--- src/rtl/walker_pkg.sv ---
package walker_pkg;

  typedef enum logic [1:0] {
    ACC_LOAD  = 2'd0,
    ACC_STORE = 2'd1,
    ACC_FETCH = 2'd2,
    ACC_RSVD  = 2'd3
  } access_e;

  typedef enum logic [1:0] {
    FLT_NONE = 2'd0,
    FLT_DIR  = 2'd1,
    FLT_LEAF = 2'd2,
    FLT_PERM = 2'd3
  } fault_e;

  typedef enum logic [2:0] {
    ST_IDLE,
    ST_DIR,
    ST_LEAF,
    ST_DONE,
    ST_FAULT
  } walk_state_e;

  // entry layout: present flag, then one grant bit per access type
  localparam int PTE_PRESENT_BIT = 0;
  localparam int PTE_PERM_LO     = 1;
  localparam int PTE_NUM_PERM    = 3;

endpackage

--- src/rtl/va_fields.sv ---
module va_fields #(
  parameter int ADDR_W    = 32,
  parameter int DIR_IDX_W = 10,
  parameter int TBL_IDX_W = 10,
  parameter int OFF_W     = 12
) (
  input  logic [ADDR_W-1:0]    va,
  output logic [DIR_IDX_W-1:0] dir_idx,
  output logic [TBL_IDX_W-1:0] tbl_idx,
  output logic [OFF_W-1:0]     off
);
  localparam int TBL_LO = OFF_W;
  localparam int DIR_LO = OFF_W + TBL_IDX_W;

  assign off     = va[OFF_W-1:0];
  assign tbl_idx = va[TBL_LO +: TBL_IDX_W];
  assign dir_idx = va[DIR_LO +: DIR_IDX_W];
endmodule

--- src/rtl/pte_decode.sv ---
module pte_decode
  import walker_pkg::*;
#(
  parameter int PTE_W   = 32,
  parameter int FRAME_W = 20
) (
  input  logic [PTE_W-1:0]   pte,
  input  logic [1:0]         acc,
  output logic               present,
  output logic               granted,
  output logic [FRAME_W-1:0] frame
);
  localparam int FRAME_LO = PTE_W - FRAME_W;

  logic [PTE_NUM_PERM-1:0] perm;
  logic [PTE_NUM_PERM-1:0] need;
  logic                    pte_unused;

  assign perm    = pte[PTE_PERM_LO +: PTE_NUM_PERM];
  assign present = pte[PTE_PRESENT_BIT];
  assign frame   = pte[FRAME_LO +: FRAME_W];

  // one request bit per grantable access type; the reserved code sets none
  for (genvar g = 0; g < PTE_NUM_PERM; g++) begin : g_need
    assign need[g] = (acc == 2'(g));
  end

  assign granted    = present && |(need & perm);
  assign pte_unused = ^pte[FRAME_LO-1:PTE_PERM_LO+PTE_NUM_PERM];
endmodule

--- src/rtl/walk_ctrl.sv ---
module walk_ctrl
  import walker_pkg::*;
#(
  parameter int ADDR_W  = 32,
  parameter int FRAME_W = 20
) (
  input  logic               clk,
  input  logic               rst_n,
  input  logic               req_valid,
  input  logic [ADDR_W-1:0]  req_va,
  input  logic [1:0]         req_acc,
  output logic               req_ready,
  output logic [ADDR_W-1:0]  va_q,
  output logic [1:0]         acc_q,
  output logic [FRAME_W-1:0] dir_frame_q,
  input  logic [ADDR_W-1:0]  dir_addr,
  input  logic [ADDR_W-1:0]  leaf_addr,
  input  logic [ADDR_W-1:0]  leaf_pa,
  output logic               rd_req_valid,
  input  logic               rd_req_ready,
  output logic [ADDR_W-1:0]  rd_addr,
  input  logic               rd_rsp_valid,
  input  logic               pte_present,
  input  logic               pte_granted,
  input  logic [FRAME_W-1:0] pte_frame,
  output logic               walk_done,
  output logic               walk_fault,
  output logic [ADDR_W-1:0]  walk_pa,
  output logic [1:0]         fault_code
);
  walk_state_e state;
  logic        sent;
  logic        rsp_take;

  assign req_ready    = (state == ST_IDLE);
  assign rd_req_valid = ((state == ST_DIR) || (state == ST_LEAF)) && !sent;
  assign rd_addr      = (state == ST_LEAF) ? leaf_addr : dir_addr;
  assign rsp_take     = sent && rd_rsp_valid;
  assign walk_done    = (state == ST_DONE);
  assign walk_fault   = (state == ST_FAULT);

  always_ff @(posedge clk or negedge rst_n) begin
    if (!rst_n) begin
      state       <= ST_IDLE;
      sent        <= 1'b0;
      va_q        <= '0;
      acc_q       <= '0;
      dir_frame_q <= '0;
      walk_pa     <= '0;
      fault_code  <= FLT_NONE;
    end else begin
      if (rd_req_valid && rd_req_ready) sent <= 1'b1;
      unique case (state)
        ST_IDLE: begin
          if (req_valid) begin
            va_q  <= req_va;
            acc_q <= req_acc;
            sent  <= 1'b0;
            state <= ST_DIR;
          end
        end
        ST_DIR: begin
          if (rsp_take) begin
            sent <= 1'b0;
            if (!pte_present) begin
              fault_code <= FLT_DIR;
              walk_pa    <= '0;
              state      <= ST_FAULT;
            end else begin
              dir_frame_q <= pte_frame;
              state       <= ST_LEAF;
            end
          end
        end
        ST_LEAF: begin
          if (rsp_take) begin
            sent <= 1'b0;
            if (!pte_present) begin
              fault_code <= FLT_LEAF;
              walk_pa    <= '0;
              state      <= ST_FAULT;
            end else if (!pte_granted) begin
              fault_code <= FLT_PERM;
              walk_pa    <= '0;
              state      <= ST_FAULT;
            end else begin
              fault_code <= FLT_NONE;
              walk_pa    <= leaf_pa;
              state      <= ST_DONE;
            end
          end
        end
        ST_DONE:  state <= ST_IDLE;
        ST_FAULT: state <= ST_IDLE;
        default:  state <= ST_IDLE;
      endcase
    end
  end
endmodule

--- src/rtl/two_level_walker.sv ---
module two_level_walker #(
  parameter int ADDR_W    = 32,
  parameter int DIR_IDX_W = 10,
  parameter int TBL_IDX_W = 10,
  parameter int OFF_W     = 12,
  parameter int PTE_W     = 32
) (
  input  logic              clk,
  input  logic              rst_n,
  input  logic [ADDR_W-1:0] ptbr,
  input  logic              req_valid,
  output logic              req_ready,
  input  logic [ADDR_W-1:0] req_va,
  input  logic [1:0]        req_acc,
  output logic              rd_req_valid,
  input  logic              rd_req_ready,
  output logic [ADDR_W-1:0] rd_addr,
  input  logic              rd_rsp_valid,
  input  logic [PTE_W-1:0]  rd_rsp_data,
  output logic              walk_done,
  output logic              walk_fault,
  output logic [ADDR_W-1:0] walk_pa,
  output logic [1:0]        fault_code
);
  localparam int FRAME_W = ADDR_W - OFF_W;
  localparam int PTE_SH  = $clog2(PTE_W / 8);

  logic [ADDR_W-1:0]    va_q;
  logic [1:0]           acc_q;
  logic [FRAME_W-1:0]   dir_frame_q;
  logic [DIR_IDX_W-1:0] dir_idx;
  logic [TBL_IDX_W-1:0] tbl_idx;
  logic [OFF_W-1:0]     off;
  logic                 pte_present;
  logic                 pte_granted;
  logic [FRAME_W-1:0]   pte_frame;
  logic [ADDR_W-1:0]    dir_addr;
  logic [ADDR_W-1:0]    leaf_addr;
  logic [ADDR_W-1:0]    leaf_pa;

  va_fields #(
    .ADDR_W(ADDR_W), .DIR_IDX_W(DIR_IDX_W), .TBL_IDX_W(TBL_IDX_W), .OFF_W(OFF_W)
  ) u_fields (
    .va(va_q), .dir_idx(dir_idx), .tbl_idx(tbl_idx), .off(off)
  );

  pte_decode #(.PTE_W(PTE_W), .FRAME_W(FRAME_W)) u_decode (
    .pte(rd_rsp_data), .acc(acc_q),
    .present(pte_present), .granted(pte_granted), .frame(pte_frame)
  );

  // directory slot: base register plus scaled index
  assign dir_addr  = ptbr + (ADDR_W'(dir_idx) << PTE_SH);
  // leaf slot: table frame start plus scaled index
  assign leaf_addr = (ADDR_W'(dir_frame_q) << OFF_W) + (ADDR_W'(tbl_idx) << PTE_SH);
  // offset is placed below the frame, never added
  assign leaf_pa   = {pte_frame, off};

  walk_ctrl #(.ADDR_W(ADDR_W), .FRAME_W(FRAME_W)) u_ctrl (
    .clk(clk), .rst_n(rst_n),
    .req_valid(req_valid), .req_va(req_va), .req_acc(req_acc), .req_ready(req_ready),
    .va_q(va_q), .acc_q(acc_q), .dir_frame_q(dir_frame_q),
    .dir_addr(dir_addr), .leaf_addr(leaf_addr), .leaf_pa(leaf_pa),
    .rd_req_valid(rd_req_valid), .rd_req_ready(rd_req_ready), .rd_addr(rd_addr),
    .rd_rsp_valid(rd_rsp_valid),
    .pte_present(pte_present), .pte_granted(pte_granted), .pte_frame(pte_frame),
    .walk_done(walk_done), .walk_fault(walk_fault),
    .walk_pa(walk_pa), .fault_code(fault_code)
  );
endmodule

--- config.mk ---
export PLATFORM = sky130hd
export DESIGN_NAME = two_level_walker
export DESIGN_NICKNAME = d
export VERILOG_FILES = /design/src/rtl/walker_pkg.sv /design/src/rtl/va_fields.sv /design/src/rtl/pte_decode.sv /design/src/rtl/walk_ctrl.sv /design/src/rtl/two_level_walker.sv
export SDC_FILE = /design/constraint.sdc
export NUM_CORES = 1
export LEC_CHECK = 0
export ABC_CLOCK_PERIOD_IN_PS = 8000
export BUFFER_PORTS_ARGS = -buffer_cell sky130_fd_sc_hd__buf_2
export CORE_MARGIN = 2
export CORE_UTILIZATION = 50
export CTS_BUF_LIST = sky130_fd_sc_hd__clkbuf_8 sky130_fd_sc_hd__clkbuf_16
export DETAILED_ROUTE_END_ITERATION = 8
export GPL_ROUTABILITY_DRIVEN = 0
export PLACE_DENSITY_LB_ADDON = 0.25
export SETUP_SLACK_MARGIN = 0.15
export SLEW_MARGIN = 10
export SYNTH_ARGS = -nofsm -noshare
export SYNTH_HDL_FRONTEND = slang
export SYNTH_SLANG_ARGS = --single-unit
export TNS_END_PERCENT = 10
--- constraint.sdc ---
create_clock -name clk -period 8 [get_ports clk]
set_input_delay 0.8 -clock clk [delete_from_list [all_inputs] [get_ports clk]]
set_output_delay 0.8 -clock clk [all_outputs]
set_load 0.005 [all_outputs]
==> results.yml <==
detailed_routing:
  drcViolationCount: 0
  drtPass1Iterations: 4
  ant_nets: 0
  vias_per_cell: 5.487
  first_iter_violations: 97
  wl_per_cell_um: 16.31
  wirelength_um: 11380
  dr_total_vias: 3830
timing:
  tns_ns: 0
  finalMaxSlewViolations: 0
  finalSetupViolations: 0
  worst_slew_pin_slew_ns: 1.026
  rsz0062_at_grt: "no"
  period_share: 0.5153
  final_hold_viol_count: 0
  max_freq_mhz: 242.6
  layout_min_cycle_time_ns: 4.122
  fin_ws_ns: 3.878
  worst_clock_skew_ns: 0.01344
  max-slew-margin-rel: 0.3163
global_routing:
  track_usage: 0.2272
  grt-ovfl-total: 0
  antenna_found_initial: 0
  grt_pass1_wl_um: 18290
  grt_pass1_vias: 3858
  grt_max_degree: 50
worst_setup_path:
  critPathMaxFanout: 10
  path_delay_family: "compound AO/OA/AOI/OAI gates"
  critical_path.cell_chain: "buf_2 -> ha_1 -> fa_1 -> a211oi_1 -> nor3_1 -> o41ai_4 -> nor3_1 -> xnor2_1 -> a21oi_1 -> buf_2"
  slowest_stage: "o41ai_4"
  worstSetupEndpointType: "output port"
  critPathArrivalTime_ns: 3.32
  worstPathRequired_ns: 7.20
  max_stage_delay_ns: 0.64
  path_buf_inv: 2
  critPathLaunchType: "input port"
  path_class: "input port to output port"
synthesis:
  synth_xor_area_frac: 0.05213
  synthFlopType: "dfrtp_1"
  ys_seq_area_frac: 0.4894
  syn-cell-area_um2: 4705
  async_flop_share: 1.000
  ys_warn_count: 0
  muxShareOfSynthArea: 0.1314
  synthAdderAreaFrac: 0.03085
  synth_compound_area_frac: 0.1447
  syn-num-nets: 540
  ys_types: 51
  ys_seq_elements: 92
  synth_top_family_by_area: "compound AO/OA/AOI/OAI gates"
  postSynthAreaPerCell_um2: 11.04
  synth_edf_count: 0
  synthSimpleGateAreaFrac: 0.1237
  synthCells: 426
finish:
  seq_area_um2: 2302
  drive_above_1_share: 0.4310
  areaGrowthSynthToFinish_pct: 23.22
  num_antenna_cells: 0
  multi_input_area_um2: 2290
  nets: 696
  fill_cells: 812
clock_tree:
  cts.sinks: 92
  cts_setup_buffers: 0
  cts-htree-levels: 3
  clk_pin_slew_worst_paths_ns: 0.11
  cts_buffers: 9
  cts_tree: "done"
  cts_resized: 0
  hold_buffers: 0
  clock_latency_ns: 0.35
  clock_path_buffers: 2
  cts-root-buf: "clkbuf_8"
status:
  status: "complete, no violations"
job:
  maxCapViolCount: 0
place:
  hpwl_um: 8563
  port_buffers: 164
  dp_slack_ns: 3.901
floorplan:
  start_util: 0.5116
  row_count: 35
  fp.dieW_um: 101
  ios: 173
  core-area_um2: 9196
  die-height_um: 101
  die_area_um2: 10200
pwr:
  p_leak_nw: 2.790
  irDropWorstVdd_v: 0.0001927
  p_per_area_nw_per_um2: 355.4
  total_power_mw: 2.060
worst_hold_path:
  hold_path_class: "input port to asynchronous set/reset pin"
==> flip-flops by register name (all words and copies together), names as in the netlist <==
signal              flops
u_ctrl.acc_q            2
u_ctrl.dir_frame_q     20
u_ctrl.fault_code       2
u_ctrl.sent             1
u_ctrl.state            3
u_ctrl.va_q            32
u_ctrl.walk_pa         32
==> stage by stage <==
step | cells | area [µm²] | util | hold slack [ns]
2_1_floorplan | 426 | 4705 | - | 0.4622
3_3_place_gp | 682 | 5607 | 0.6097 | 0.4666
3_5_place_dp | 682 | 5607 | 0.6097 | 0.4728
4_1_cts | 698 | 5797 | 0.6303 | 0.4278
5_1_grt | 698 | 5797 | 0.6303 | 0.4385
6_report | 698 | 5797 | 0.6303 | 0.4186
==> synthesized netlist by cell type (all sizes together), types with 4 or more instances <==
cell    count  share of area
nor2       26          0.021
clkbuf     14          0.011
xnor2      20          0.037
and2        7         0.0093
nand2      36          0.029
buf        10          0.014
inv         4         0.0032
dfrtp      92           0.49
and3        4         0.0069
ha         10          0.027
nor3       14          0.015
nand3       5         0.0053
o21ai      26          0.028
mux2       54           0.13
xor2        8          0.015
a22o       33          0.061
a21oi      23          0.024
==> final cells by class <==
| cell class | instances | share of cell area |
|---|---|---|
| well taps | 111 | 0.02396 |
| flip-flops and latches | 92 | 0.3972 |
| clock inverters | 7 | 0.01144 |
| multi-input cells | 306 | 0.3950 |
| clock buffers | 9 | 0.02137 |
| inverters | 4 | 0.002590 |
| repair buffers | 169 | 0.1485 |
==> per-layer routing <==
metal  global-route usage  up-vias  wire, µm
li1                     -     1840         -
met1               0.2790     1854      4885
met2               0.3979      120      5702
met3              0.04924       16       615
met4              0.07380        0       180
met5                    0        -         0
==> kinds of logic (layout without fill, tap and decap cells) <==
family | count (synthesis) | after routing
compound gates | 99 | 99
flops | 92 | 92
xor+xnor | 28 | 28
buf+inv | 28 | 189
mux | 55 | 55
fa+ha+maj | 11 | 11
simple gates | 113 | 113
==> where the power goes <==
group | switching, mW | internal (mW)
registers | 0.121 | 0.674
clock network | 0.183 | 0.121
logic | 0.472 | 0.489
==> cell usage in the layout, fill, tap and decap left out, types with 8 or more instances in the layout <==
| master | n |
|---|---|
| dfrtp_1 | 92 |
| buf_2 | 163 |
| nor2_1 | 25 |
| ha_1 | 10 |
| mux2_2 | 54 |
| o21ai_0 | 9 |
| xor2_1 | 8 |
| a21oi_1 | 23 |
| o21ai_1 | 16 |
| nand2_1 | 36 |
| xnor2_1 | 20 |
| clkbuf_8 | 9 |
| nor3_1 | 14 |
| a22o_1 | 33 |
==> worst paths after layout <==
kind                                 startpoint                   end  slack [ns]  cells after the start
max                                     ptbr[2]           rd_addr[24]        3.88                     10
min reg2reg                u_ctrl.fault_code[1]  u_ctrl.fault_code[1]        0.49                      2
max reg2reg                     u_ctrl.state[1]    u_ctrl.walk_pa[26]        5.59                      6
max in group asynchronous                 rst_n       u_ctrl.va_q[11]        6.53                      2
min in group clk           u_ctrl.fault_code[1]  u_ctrl.fault_code[1]        0.49                      2
min                                       rst_n    u_ctrl.walk_pa[11]        0.42                      1
Note: power is estimated with default switching activity, not from simulation.
